===== src/rtl/ipt_engine.sv =====
module ipt_engine #(
  parameter int FRAMES = 16,
  parameter int PID_W  = 4,
  parameter int PAGE_W = 8,
  parameter int OFF_W  = 10,
  parameter int PROT_W = 2,
  localparam int FRAME_W = (FRAMES > 1) ? $clog2(FRAMES) : 1,
  localparam int PA_W    = FRAME_W + OFF_W
) (
  input  logic               clk,
  input  logic               rst_n,
  input  logic               req_valid,
  input  logic [PID_W-1:0]   req_pid,
  input  logic [PAGE_W-1:0]  req_page,
  input  logic [OFF_W-1:0]   req_off,
  input  logic               req_write,
  output logic               idle,
  output logic               done,
  output logic               fault,
  output logic [PA_W-1:0]    paddr,
  input  logic               wr_en,
  input  logic [FRAME_W-1:0] wr_frame,
  input  logic               wr_valid,
  input  logic [PID_W-1:0]   wr_pid,
  input  logic [PAGE_W-1:0]  wr_page,
  input  logic [PROT_W-1:0]  wr_prot,
  input  logic               wr_dirty,
  input  logic               wr_ref,
  input  logic [FRAME_W-1:0] rd_frame,
  output logic               rd_valid,
  output logic [PID_W-1:0]   rd_pid,
  output logic [PAGE_W-1:0]  rd_page,
  output logic [PROT_W-1:0]  rd_prot,
  output logic               rd_dirty,
  output logic               rd_ref
);

  logic              t_valid [FRAMES];
  logic [PID_W-1:0]  t_pid   [FRAMES];
  logic [PAGE_W-1:0] t_page  [FRAMES];
  logic [PROT_W-1:0] t_prot  [FRAMES];
  logic              t_dirty [FRAMES];
  logic              t_ref   [FRAMES];

  logic               busy_q, done_q, fault_q, s_wr;
  logic [FRAME_W-1:0] idx_q;
  logic [PID_W-1:0]   s_pid;
  logic [PAGE_W-1:0]  s_page;
  logic [OFF_W-1:0]   s_off;
  logic [PA_W-1:0]    paddr_q;

  wire hit  = t_valid[idx_q] && (t_pid[idx_q] == s_pid) && (t_page[idx_q] == s_page);
  wire last = (idx_q == FRAME_W'(FRAMES - 1));

  always_ff @(posedge clk) begin
    if (!rst_n) begin
      busy_q  <= 1'b0;
      done_q  <= 1'b0;
      fault_q <= 1'b0;
      paddr_q <= '0;
      idx_q   <= '0;
      s_pid   <= '0;
      s_page  <= '0;
      s_off   <= '0;
      s_wr    <= 1'b0;
      for (int i = 0; i < FRAMES; i++) begin
        t_valid[i] <= 1'b0;
        t_pid[i]   <= '0;
        t_page[i]  <= '0;
        t_prot[i]  <= '0;
        t_dirty[i] <= 1'b0;
        t_ref[i]   <= 1'b0;
      end
    end else begin
      done_q <= 1'b0;
      if (!busy_q) begin
        if (wr_en) begin
          t_valid[wr_frame] <= wr_valid;
          t_pid[wr_frame]   <= wr_pid;
          t_page[wr_frame]  <= wr_page;
          t_prot[wr_frame]  <= wr_prot;
          t_dirty[wr_frame] <= wr_dirty;
          t_ref[wr_frame]   <= wr_ref;
        end
        if (req_valid) begin
          busy_q <= 1'b1;
          idx_q  <= '0;
          s_pid  <= req_pid;
          s_page <= req_page;
          s_off  <= req_off;
          s_wr   <= req_write;
        end
      end else if (hit) begin
        busy_q       <= 1'b0;
        done_q       <= 1'b1;
        fault_q      <= 1'b0;
        paddr_q      <= {idx_q, s_off};
        t_ref[idx_q] <= 1'b1;
        if (s_wr) t_dirty[idx_q] <= 1'b1;
      end else if (last) begin
        busy_q  <= 1'b0;
        done_q  <= 1'b1;
        fault_q <= 1'b1;
        paddr_q <= '0;
      end else begin
        idx_q <= idx_q + 1'b1;
      end
    end
  end

  assign idle  = !busy_q;
  assign done  = done_q;
  assign fault = done_q && fault_q;
  assign paddr = paddr_q;

  assign rd_valid = t_valid[rd_frame];
  assign rd_pid   = t_pid[rd_frame];
  assign rd_page  = t_page[rd_frame];
  assign rd_prot  = t_prot[rd_frame];
  assign rd_dirty = t_dirty[rd_frame];
  assign rd_ref   = t_ref[rd_frame];

endmodule


===== config.mk =====
export PLATFORM = sky130hd
export DESIGN_NAME = ipt_engine
export DESIGN_NICKNAME = d
export VERILOG_FILES = /design/src/rtl/ipt_engine.sv
export SDC_FILE = /design/constraint.sdc
export NUM_CORES = 1
export LEC_CHECK = 0
export BUFFER_PORTS_ARGS = -buffer_cell sky130_fd_sc_hd__buf_4
export CAP_MARGIN = 20
export CORE_ASPECT_RATIO = 0.8
export CORE_MARGIN = 2
export CORE_UTILIZATION = 55
export DETAILED_ROUTE_END_ITERATION = 6
export PLACE_DENSITY = 0.73
export SKIP_LAST_GASP = 1
export SYNTH_ARGS = -nofsm -noshare
export SYNTH_HDL_FRONTEND = slang
export SYNTH_SLANG_ARGS = --single-unit

===== constraint.sdc =====
create_clock -name clk -period 9 [get_ports clk]
set_input_delay 0.45 -clock clk [delete_from_list [all_inputs] [get_ports clk]]
set_output_delay 0.45 -clock clk [all_outputs]
set_load 0.02 [all_outputs]

=== Yosys cells after proc, flatten, opt, wreduce, memory -nomap -nowiden ===
Memories as Yosys holds them, arrays and structs flattened. A register that Yosys moved wholly into a read port is not among the register bits.
Cells that the tools add are included.

* Register bits after elaboration: 44
* Input port bits: 52
* Memory bits (writable): 272
* Output and inout port bits: 34
* Memories: 6
* Word-level logic and storage cells: 98

{| class="wikitable"
|+ Memory list
! memory !! depth !! bits a word !! rd ports !! clocked after Yosys merged registers in !! wr ports !! RTL line !! source
|-
| t_page || 16 || 8 || 2 || 1 || 16 || 40 || <nowiki>logic [PAGE_W-1:0] t_page [FRAMES];</nowiki>
|-
| t_pid || 16 || 4 || 2 || 1 || 16 || 39 || <nowiki>logic [PID_W-1:0] t_pid [FRAMES];</nowiki>
|-
| t_prot || 16 || 2 || 1 || 0 || 16 || 41 || <nowiki>logic [PROT_W-1:0] t_prot [FRAMES];</nowiki>
|-
| t_dirty || 16 || 1 || 1 || 0 || 16 || 42 || <nowiki>logic t_dirty [FRAMES];</nowiki>
|-
| t_ref || 16 || 1 || 1 || 0 || 16 || 43 || <nowiki>logic t_ref [FRAMES];</nowiki>
|-
| t_valid || 16 || 1 || 2 || 1 || 16 || 38 || <nowiki>logic t_valid [FRAMES];</nowiki>
|}

* Eq/ne operators: 5
* Mux-type cells: 58
* Add/sub/neg operators: 1
* Reduce and logical (&&, ||, !) cells: 18
* Bitwise operators: 1

{| class="wikitable"
|+ Operators by type and width
! kind !! number
|-
| 4-bit 2-to-1 mux || 19
|-
| 1-bit 2-to-1 mux || 35
|-
| 14-bit 2-to-1 mux || 2
|-
| 8-bit == test || 1
|-
| 8-bit 2-to-1 mux || 1
|-
| 8-bit OR reduction || 1
|-
| 2-bit AND reduction || 3
|-
| 1-bit OR reduction || 5
|-
| 4-bit by 1-bit adder with 4-bit output (second input constant) || 1
|-
| 4-bit == test || 1
|-
| 4-bit == test (second input constant) || 1
|-
| 2-bit inequality test (second input constant) || 2
|-
| 2-bit nonzero test || 2
|-
| 4-bit OR reduction || 1
|-
| 1-bit logical AND || 3
|-
| 3-bit AND reduction || 1
|-
| 2-bit 2-to-1 mux || 1
|-
| 2-bit OR reduction || 1
|-
| 1-bit logical NOT || 1
|-
| 1-bit NOT || 1
|}

=== Longest topological paths before layout ===
Gate-level depths: netlist of run 1.

* Word-level depth: 9
* Mapped depth: 14
* Mapped depth without buffers: 8

=== Worst setup path before layout of run 1 ===
No wires, ideal clock.

* Path kind: input port to output port
* From: in rd_frame[0]
* To: out rd_page[0]
* Path slack: 5787 ps
* Data required time: 8550 ps
* Cell stages on the path: 5
* Arrival: 2763 ps
* Path buffers: 3
* Cell sequence: clkbuf_1 -> buf_1 -> buf_1 -> mux4_2 -> mux4_2

* Word-level cells in the longest chain between the ends: 1

{| class="wikitable"
|+ Ends and longest elaborated chain
! what !! RTL line !! source
|-
| start, declared || 29 || <nowiki>input logic [FRAME_W-1:0] rd_frame,</nowiki>
|-
| memory read 16 x 8 bit || -- ||
|-
| end, declared || 32 || <nowiki>output logic [PAGE_W-1:0] rd_page,</nowiki>
|}

No other way between the ends.

==> flow_metrics.env, run 1 <==
export IMPL_p_leak_uw=0.00713
export IMPL_cts_root_buf="clkbuf_16"
export IMPL_p_per_area_nw_per_um2=184
export IMPL_crit_type="reg -> reg"
export IMPL_finalNonFillerCells=1689
export IMPL_crit_path_frequent_cell="mux4_2"
export IMPL_max_slew_worst_pin_slew_ps=1240
export IMPL_post_synth_top_area_cell="edfxtp_1"
export IMPL_worst_ep_required_time_ps=9450
export IMPL_status="complete, no violations"
export IMPL_r2r_cells=8
export IMPL_layout_drive_gt1_share_pct=24.3
export IMPL_hold_viol_final=0
export IMPL_vias=11600
export IMPL_crit_path_cell_trace="buf_4 -> mux4_2 -> mux4_2 -> xnor2_1 -> o2111a_1 -> nand4_4 -> nor2_1 -> a22o_1"
export IMPL_design_portCount=86
export IMPL_cp_endpoint="paddr[4]"
export IMPL_globalplace_congestion=0.917
export IMPL_placement_io_buffers=85
export IMPL_drtPass1Iterations=6
export IMPL_fin_skew_ps=13.9
export IMPL_syn_area_um2=16300
export IMPL_crit_fanout=43
export IMPL_seq_area_frac_synth_pct=53.0
export IMPL_final_common_cell="edfxtp_1"
export IMPL_die_h_um=158
export IMPL_avgSynthCellArea_um2=12.9
export IMPL_drt_iter0_markers=1752
export IMPL_placed_cells=1626
export IMPL_path_buf_inv=1
export IMPL_place_area_um2=17100
export IMPL_crit_cells=8
export IMPL_cts_buffer_depth=3
export IMPL_fp_dieW_um=197
export IMPL_fillers=2234
export IMPL_end_kind="flop"
export IMPL_rsz0062_at_grt="false"
export IMPL_cts_resized=0
export IMPL_grtUsageTotal_pct=30.8
export IMPL_syn_to_final_growth_pct=11.7
export IMPL_layout_common_cells="edfxtp_1, and3_1, nand2_1"
export IMPL_post_route_min_period_ps=4300
export IMPL_regArea_um2=8650
export IMPL_setup_violations=0
export IMPL_max_stage_delay_ps=930
export IMPL_yosysUniqueCellTypes=66
export IMPL_cpMaxStageDelayCell="nor2_1"
export IMPL_tns_ps=0
export IMPL_whs_ps=197
export IMPL_start_util_pct=55.7
export IMPL_ys_seq_elements=320
export IMPL_rr_endpoint="paddr[4]"
export IMPL_grt_pass1_wl_um=70700
export IMPL_post_cts_setup_buffer_count=0
export IMPL_antenna_found_initial=1
export IMPL_final_cell_area_um2=18200
export IMPL_post_route_util_pct=62.3
export IMPL_grt_overflow=0
export IMPL_postRouteAntennaNets=0
export IMPL_finalMaxSlewViolations=0
export IMPL_crit_arrival_ps=4750
export IMPL_reg2reg_slack_ps=4700
export IMPL_h_tree_depth=2
export IMPL_via_per_inst=6.88
export IMPL_hpwl_um=28000
export IMPL_ys_flop_type="edfxtp_1"
export IMPL_cts_sinks=320
export IMPL_synth_edf_count=224
export IMPL_slew_headroom_pct=17.2
export IMPL_yosysWarnings=0
export IMPL_max_clock_freq_ghz=0.233
export IMPL_clock_latency_ps=510
export IMPL_fin_crit_sh_pct=47.7
export IMPL_yosysTopAreaCellShare_pct=41.2
export IMPL_synthCells=1267
export IMPL_ys_top_cells_by_area="edfxtp_1, mux4_2, dfxtp_1"
export IMPL_start_kind="flop"
export IMPL_rows=56
export IMPL_cts_buffers=34
export IMPL_critical_path_top_delay_family="simple AND/OR/NAND/NOR gates"
export IMPL_synthArstFlopShare_pct=0
export IMPL_holdBufCountCts=0
export IMPL_multi_input_area_um2=7170
export IMPL_detail_route_wirelength_um=47600
export IMPL_maxCapViolations=0
export IMPL_hold_path_class="in -> reg"
export IMPL_fin_nets=1341
export IMPL_grt_pass1_vias=11100
export IMPL_coreArea_um2=29300
export IMPL_cts_tree="built"
export IMPL_grt_max_degree=69
export IMPL_syn_num_nets=1320
export IMPL_cts_clk_slew_worst_paths_ps=60
export IMPL_drcViolationCount=0
export IMPL_wl_per_cell_um=28.2
export IMPL_die_area_um2=31100
export IMPL_irDropWorstVdd_mv=0.108
[routing by layer]
layer	vias to the layer above	track usage, %	share of wire, %
li1	4929	-	-
met1	5805	44.6	40
met2	805	48.2	46
met3	79	6.22	12
met4	0	8.16	1.8
met5	-	0	0
[kinds of logic (layout without fill, tap and decap cells)]
logic type	after synthesis	count (layout)	synth area share [%]
buffers and inverters	133	177	3.41
XOR/XNOR	12	12	0.644
other	0	1	0
adder cells (fa/ha/maj)	1	1	0.0767
multiplexers	170	170	20.2
flip-flops	320	320	53.0
AO/OA/AOI/OAI	152	152	6.69
AND/OR/NAND/NOR	479	479	16.0
[worst min path at each step]
stage          slack, ps  startpoint          to  cells past startpoint
6_report             200  req_off[0]    s_off[0]                      3
5_1_grt              200  req_pid[3]    s_pid[3]                      3
4_1_cts              200  req_off[0]    s_off[0]                      3
3_5_place_dp         460    s_off[6]    s_off[6]                      2
3_3_place_gp         450    s_off[2]    s_off[2]                      2
2_1_floorplan        440  t_valid[9]  t_valid[9]                      2
[through the flow]
step	worst slack, ps	total power (uW)
2_1_floorplan	5790	1890
3_3_place_gp	4940	2020
3_5_place_dp	4760	2020
4_1_cts	4740	3340
5_1_grt	4520	3430
6_report	4700	3350
[flip-flops by register name, summed over array words and instances, names as in the netlist, 8 cells and up, named ones only]
register	count
s_off	10
t_pid	64
s_page	8
t_prot	32
t_page	128
t_valid	16
t_ref	16
paddr	14
t_dirty	16
[tightest hold or removal path, cell delays in order]
cell	delay [ps]
buf_4	100
nand2_1	40
a21boi_0	60
[power by group]
group,switching [uW],internal (uW)
logic,201,138
clock network,570,778
registers,36.1,1630
[synthesized netlist by cell type (3+ instances only)]
cell type	count
a21boi_0	24
a21o_1	7
a21oi_1	21
a22o_1	15
a22oi_1	7
a2bb2oi_1	5
a31oi_1	6
and2_1	61
and3_1	173
buf_1	7
buf_2	14
buf_6	4
clkbuf_1	99
dfxtp_1	96
edfxtp_1	224
inv_1	4
mux2_2	13
mux2i_1	31
mux4_2	125
nand2_1	132
nand2b_1	8
nand3_1	15
nand4_1	7
nor2_1	28
nor2b_1	10
nor3_1	13
nor4_1	8
o21ai_0	24
o22a_1	9
o22ai_1	6
o31ai_1	4
o32a_1	6
or2_2	4
or3_1	5
or4_1	5
xnor2_1	9
xor2_1	3
[layout make-up]
type | count | share of cell area (%)
sequential | 320 | 47.5
timing repair buffer | 113 | 4.84
tap | 377 | 2.59
clock buffer | 48 | 5.09
antenna | 1 | 0.0137
clock inverter | 11 | 0.590
inverter | 5 | 0.103
multi-input combinational | 814 | 39.3
Note: power is estimated with default switching activity, not from simulation.
==> run 2: changes to the inputs <==
clock period = 4.4 ns   (was 9 ns; I/O delays follow)
==> flow_metrics.env, run 2 (synthesis results as in run 1) <==
export IMPL_path_buf_inv=0
export IMPL_cts_tree="built"
export IMPL_clock_latency_ps=520
export IMPL_detail_route_wirelength_um=49100
export IMPL_crit_arrival_ps=4280
export IMPL_setup_violations=0
export IMPL_grt_busiest_layer="met2"
export IMPL_post_cts_setup_buffer_count=0
export IMPL_maxCapViolations=0
export IMPL_post_route_min_period_ps=3840
export IMPL_worst_ep_required_time_ps=4840
export IMPL_crit_path_frequent_cell="mux4_2"
export IMPL_rsz0062_at_grt="false"
export IMPL_start_util_pct=55.7
export IMPL_p_leak_uw=0.00733
export IMPL_irDropWorstVdd_mv=0.339
export IMPL_wl_per_cell_um=28.4
export IMPL_grt_pass1_wl_um=72500
export IMPL_via_per_inst=6.89
export IMPL_fin_nets=1375
export IMPL_largest_register="t_page"
export IMPL_end_kind="flop"
export IMPL_design_portCount=86
export IMPL_fillers=2172
export IMPL_layout_drive_gt1_share_pct=24.9
export IMPL_cts_buffer_depth=3
export IMPL_max_slew_worst_pin_slew_ps=1110
export IMPL_final_common_cell="edfxtp_1"
export IMPL_drtPass1Iterations=5
export IMPL_grtUsageTotal_pct=31.9
export IMPL_critical_path_top_delay_family="multiplexers"
export IMPL_start_kind="flop"
export IMPL_hp_start="req_page[7]"
export IMPL_fp_dieW_um=197
export IMPL_die_h_um=158
export IMPL_globalplace_congestion=0.917
export IMPL_die_area_um2=31100
export IMPL_layout_common_cells="edfxtp_1, and3_1, nand2_1"
export IMPL_cpMaxStageDelayCell="dfxtp_2"
export IMPL_crit_type="reg -> reg"
export IMPL_grt_overflow=0
export IMPL_reg2reg_slack_ps=560
export IMPL_min_to="s_page[7]"
export IMPL_tns_ps=0
export IMPL_hpwl_um=29400
export IMPL_coreArea_um2=29300
export IMPL_cts_root_buf="clkbuf_16"
export IMPL_hold_path_depth=3
export IMPL_max_clock_freq_ghz=0.260
export IMPL_fin_skew_ps=11.8
export IMPL_drt_iter0_markers=1485
export IMPL_largest_register_ffs=128
export IMPL_antenna_found_initial=1
export IMPL_drcViolationCount=0
export IMPL_top_regs="t_page (128), t_pid (64), t_prot (32)"
export IMPL_hold_path_class="in -> reg"
export IMPL_postRouteAntennaNets=0
export IMPL_max_stage_delay_ps=760
export IMPL_p_per_area_nw_per_um2=380
export IMPL_use_met3_pct=7.67
export IMPL_use_met2_pct=49.9
export IMPL_rows=56
export IMPL_post_route_util_pct=63.6
export IMPL_status="complete, no violations"
export IMPL_cts_buffers=34
export IMPL_hold_viol_final=0
export IMPL_cts_clk_slew_worst_paths_ps=60
export IMPL_crit_fanout=27
export IMPL_slew_headroom_pct=25.5
export IMPL_vias=11900
export IMPL_cts_sinks=320
export IMPL_crit_path_cell_trace="mux4_2 -> mux4_2 -> xnor2_1 -> o2111a_1 -> nand4_4 -> or4_1 -> a31oi_1"
export IMPL_grt_max_degree=69
export IMPL_grt_use_met1_pct=43.4
export IMPL_fin_crit_sh_pct=87.3
export IMPL_grt_pass1_vias=11600
export IMPL_h_tree_depth=2
export IMPL_finalMaxSlewViolations=0
export IMPL_syn_to_final_growth_pct=14.1
export IMPL_r2r_cells=7
export IMPL_placement_io_buffers=85
export IMPL_rr_endpoint="t_dirty[8]"
## run 2: cell count changes in the layout (fill, tap and decap cells not counted)
cell           change
buf_8              -2
clkbuf_8           +1
clkinv_2           +1
clkbuf_1           -6
clkinv_1           +4
clkbuf_16          +3
bufinv_16          +1
buf_12             +1
buf_16             -1
inv_6              -1
buf_4             +14
dlygate4sd3_1     +22
## run 2: routing by layer
layer	share of wire (%)	routed length, um
met5	0	0
met2	46	22700
met4	3.8	1840
met3	12	5960
met1	38	18600
## run 2: worst min-delay path, cell delays in order
cell and delay, ps:
buf_4 110, nand2_1 50, a21boi_0 80
## run 2: report_power, final
group          switching [uW]  total, uW  internal (uW)
Combinational             419        717            298
Sequential               80.1       3400           3320
Clock                    1200       2960           1760
## run 2: area by class of cell
class	instances	area [um^2]	share of cell area, %
clock inverters	16	149	0.799
diodes	1	2.50	0.0134
flip-flops and latches	320	8650	46.5
inverters	5	18.8	0.101
clock buffers	46	995	5.34
multi-input cells	814	7170	38.5
repair buffers	147	1170	6.29
well taps	377	472	2.53
## run 2: worst max-delay path by stage
stage,startpoint,to,cells past startpoint
final,flop,t_dirty[8],7
after global routing,flop,t_dirty[8],9
after CTS,flop,paddr[12],9
after detailed placement,flop,paddr[6],9
after global placement,flop,paddr[5],9
after floorplan,flop,t_ref[5],10
## run 2: timing repair
item	CTS	global route
gates resized for setup	0	0
endpoints found under the hold margin	22	0
hold buffers	22	0
## run 2: per-stage QoR
step | instances | setup WS (ps) | power, uW | area, um^2 | hold slack, ps
after floorplan | 1267 | 1520 | 3860 | 16300 | 329
after global placement | 1640 | 563 | 4140 | 17300 | 452
after detailed placement | 1640 | 468 | 4150 | 17300 | 459
after CTS | 1724 | 444 | 7070 | 18600 | 6.55
after global routing | 1726 | 327 | 7220 | 18600 | 27.2
final | 1726 | 557 | 7080 | 18600 | 7.42
==> run 3: changes to the inputs <==
CORE_UTILIZATION = 62   (was 55)
PLACE_DENSITY = 0.81   (was 0.73)
==> flow_metrics.env, run 3 (synthesis results as in run 1) <==
export IMPL_top_regs="t_page (128), t_pid (64), t_prot (32)"
export IMPL_vias=12000
export IMPL_cts_resized=0
export IMPL_crit_type="reg -> reg"
export IMPL_cts_buffer_depth=3
export IMPL_min_to="s_pid[1]"
export IMPL_dr_wl_met3_um=6600
export IMPL_fin_crit_sh_pct=88.9
export IMPL_worst_ep_required_time_ps=4840
export IMPL_hold_path_class="in -> reg"
export IMPL_coreArea_um2=26100
export IMPL_fp_dieW_um=185
export IMPL_globalplace_congestion=0.943
export IMPL_postRouteAntennaNets=0
export IMPL_antenna_found_initial=0
export IMPL_grt_max_degree=70
export IMPL_fin_nets=1370
export IMPL_layout_common_cells="edfxtp_1, and3_1, nand2_1"
export IMPL_grt_pass1_vias=11900
export IMPL_setup_violations=0
export IMPL_crit_arrival_ps=4350
export IMPL_hold_path_depth=3
export IMPL_diodes=0
export IMPL_irDropWorstVdd_mv=0.262
export IMPL_final_common_cell="edfxtp_1"
export IMPL_clock_latency_ps=520
export IMPL_grtUsageTotal_pct=36.0
export IMPL_met2_length_um=21700
export IMPL_place_ws_ps=581
export IMPL_drtPass1Iterations=6
export IMPL_setup_slack_ps=487
export IMPL_start_kind="flop"
export IMPL_cts_sinks=320
export IMPL_post_route_min_period_ps=3910
export IMPL_hp_start="req_pid[1]"
export IMPL_finalMaxSlewViolations=0
export IMPL_crit_fanout=33
export IMPL_maxCapViolations=0
export IMPL_r2r_cells=7
export IMPL_slew_headroom_pct=25.6
export IMPL_rows=53
export IMPL_tns_ps=0
export IMPL_cts_tree="built"
export IMPL_design_portCount=86
export IMPL_p_per_area_nw_per_um2=377
export IMPL_wl_met1_um=17900
export IMPL_wl_per_cell_um=28.5
export IMPL_h_tree_depth=2
export IMPL_die_h_um=149
export IMPL_post_cts_setup_buffer_count=0
export IMPL_cts_root_buf="clkbuf_16"
export IMPL_layout_drive_gt1_share_pct=24.8
export IMPL_cts_buffers=34
export IMPL_cts_clk_slew_worst_paths_ps=60
export IMPL_start_util_pct=62.6
export IMPL_rr_endpoint="t_dirty[8]"
export IMPL_grt_pass1_wl_um=72700
export IMPL_fin_skew_ps=25.6
export IMPL_hold_viol_final=0
export IMPL_rsz0062_at_grt="false"
export IMPL_highest_layer="met4"
export IMPL_drt_iter0_markers=1718
export IMPL_holdBufCountCts=20
export IMPL_fillers=1695
export IMPL_via_per_inst=7.08
export IMPL_status="complete, no violations"
export IMPL_placement_io_buffers=85
export IMPL_grt_overflow=0
export IMPL_max_clock_freq_ghz=0.256
export IMPL_max_slew_worst_pin_slew_ps=1110
export IMPL_syn_to_final_growth_pct=13.4
export IMPL_drcViolationCount=0
export IMPL_largest_register="t_page"
export IMPL_detail_route_wirelength_um=48400
export IMPL_end_kind="flop"
export IMPL_reg2reg_slack_ps=490
export IMPL_die_area_um2=27600
export IMPL_p_leak_uw=0.00728
export IMPL_largest_register_ffs=128
export IMPL_hpwl_um=28300
==> run 3: cell count changes in the layout (fill, tap and decap cells not counted) <==
cell	delta
dlygate4sd3_1	-2
clkbuf_4	-1
clkinv_1	-4
clkbuf_16	-2
buf_4	-3
inv_4	+1
clkinv_2	-2
diode_2	-1
bufinv_16	-1
inv_6	+1
clkbuf_8	+3
clkbuf_1	+1
==> run 3: area by class of cell <==
class,instances,area [um^2],share of cell area [%]
sequential,320,8650,46.8
inverter,5,18.8,0.101
multi-input combinational,814,7170,38.7
clock buffer,47,982,5.31
tap,357,447,2.41
clock inverter,11,109,0.588
timing repair buffer,142,1130,6.10
==> run 3: metrics by stage <==
step | instances | hold slack, ps | power, uW | instance area, um^2 | util (%)
after detailed placement | 1618 | 460 | 4140 | 17200 | 66.1
after global placement | 1618 | 449 | 4120 | 17200 | 66.1
after CTS | 1696 | 12.2 | 6950 | 18500 | 71.0
after global routing | 1696 | 35.4 | 7130 | 18500 | 71.0
final | 1696 | 21.6 | 6970 | 18500 | 71.0
after floorplan | 1267 | 329 | 3860 | 16300 | -
==> run 3: power breakdown <==
| group | internal (uW) | switching, uW |
|---|---|---|
| sequential | 3320 | 92.6 |
| clock | 1680 | 1180 |
| combinational | 295 | 403 |
==> run 3: routing by layer <==
layer / track usage (%) / vias up
met1: 49.6 / 5934
met4: 15.0 / 0
met2: 53.7 / 914
li1: - / 4987
met3: 11.1 / 170
met5: 0 / -
==> run 3: worst max path at each step <==
| stage | slack, ps | end | cells after the start | from |
|---|---|---|---|---|
| after detailed placement | 580 | t_dirty[8] | 7 | flop |
| final | 490 | t_dirty[8] | 7 | flop |
| after floorplan | 1520 | t_ref[5] | 10 | flop |
| after CTS | 570 | t_dirty[8] | 7 | flop |
| after global routing | 370 | t_ref[13] | 7 | flop |
| after global placement | 650 | t_dirty[8] | 7 | flop |
==> run 3: critical path, cell delays in order (launching register included) <==
cell,delay [ps]
dfxtp_2,800
mux4_2,600
mux4_2,520
xnor2_1,240
o2111a_1,350
nand4_4,460
or4_1,650
a31oi_1,180
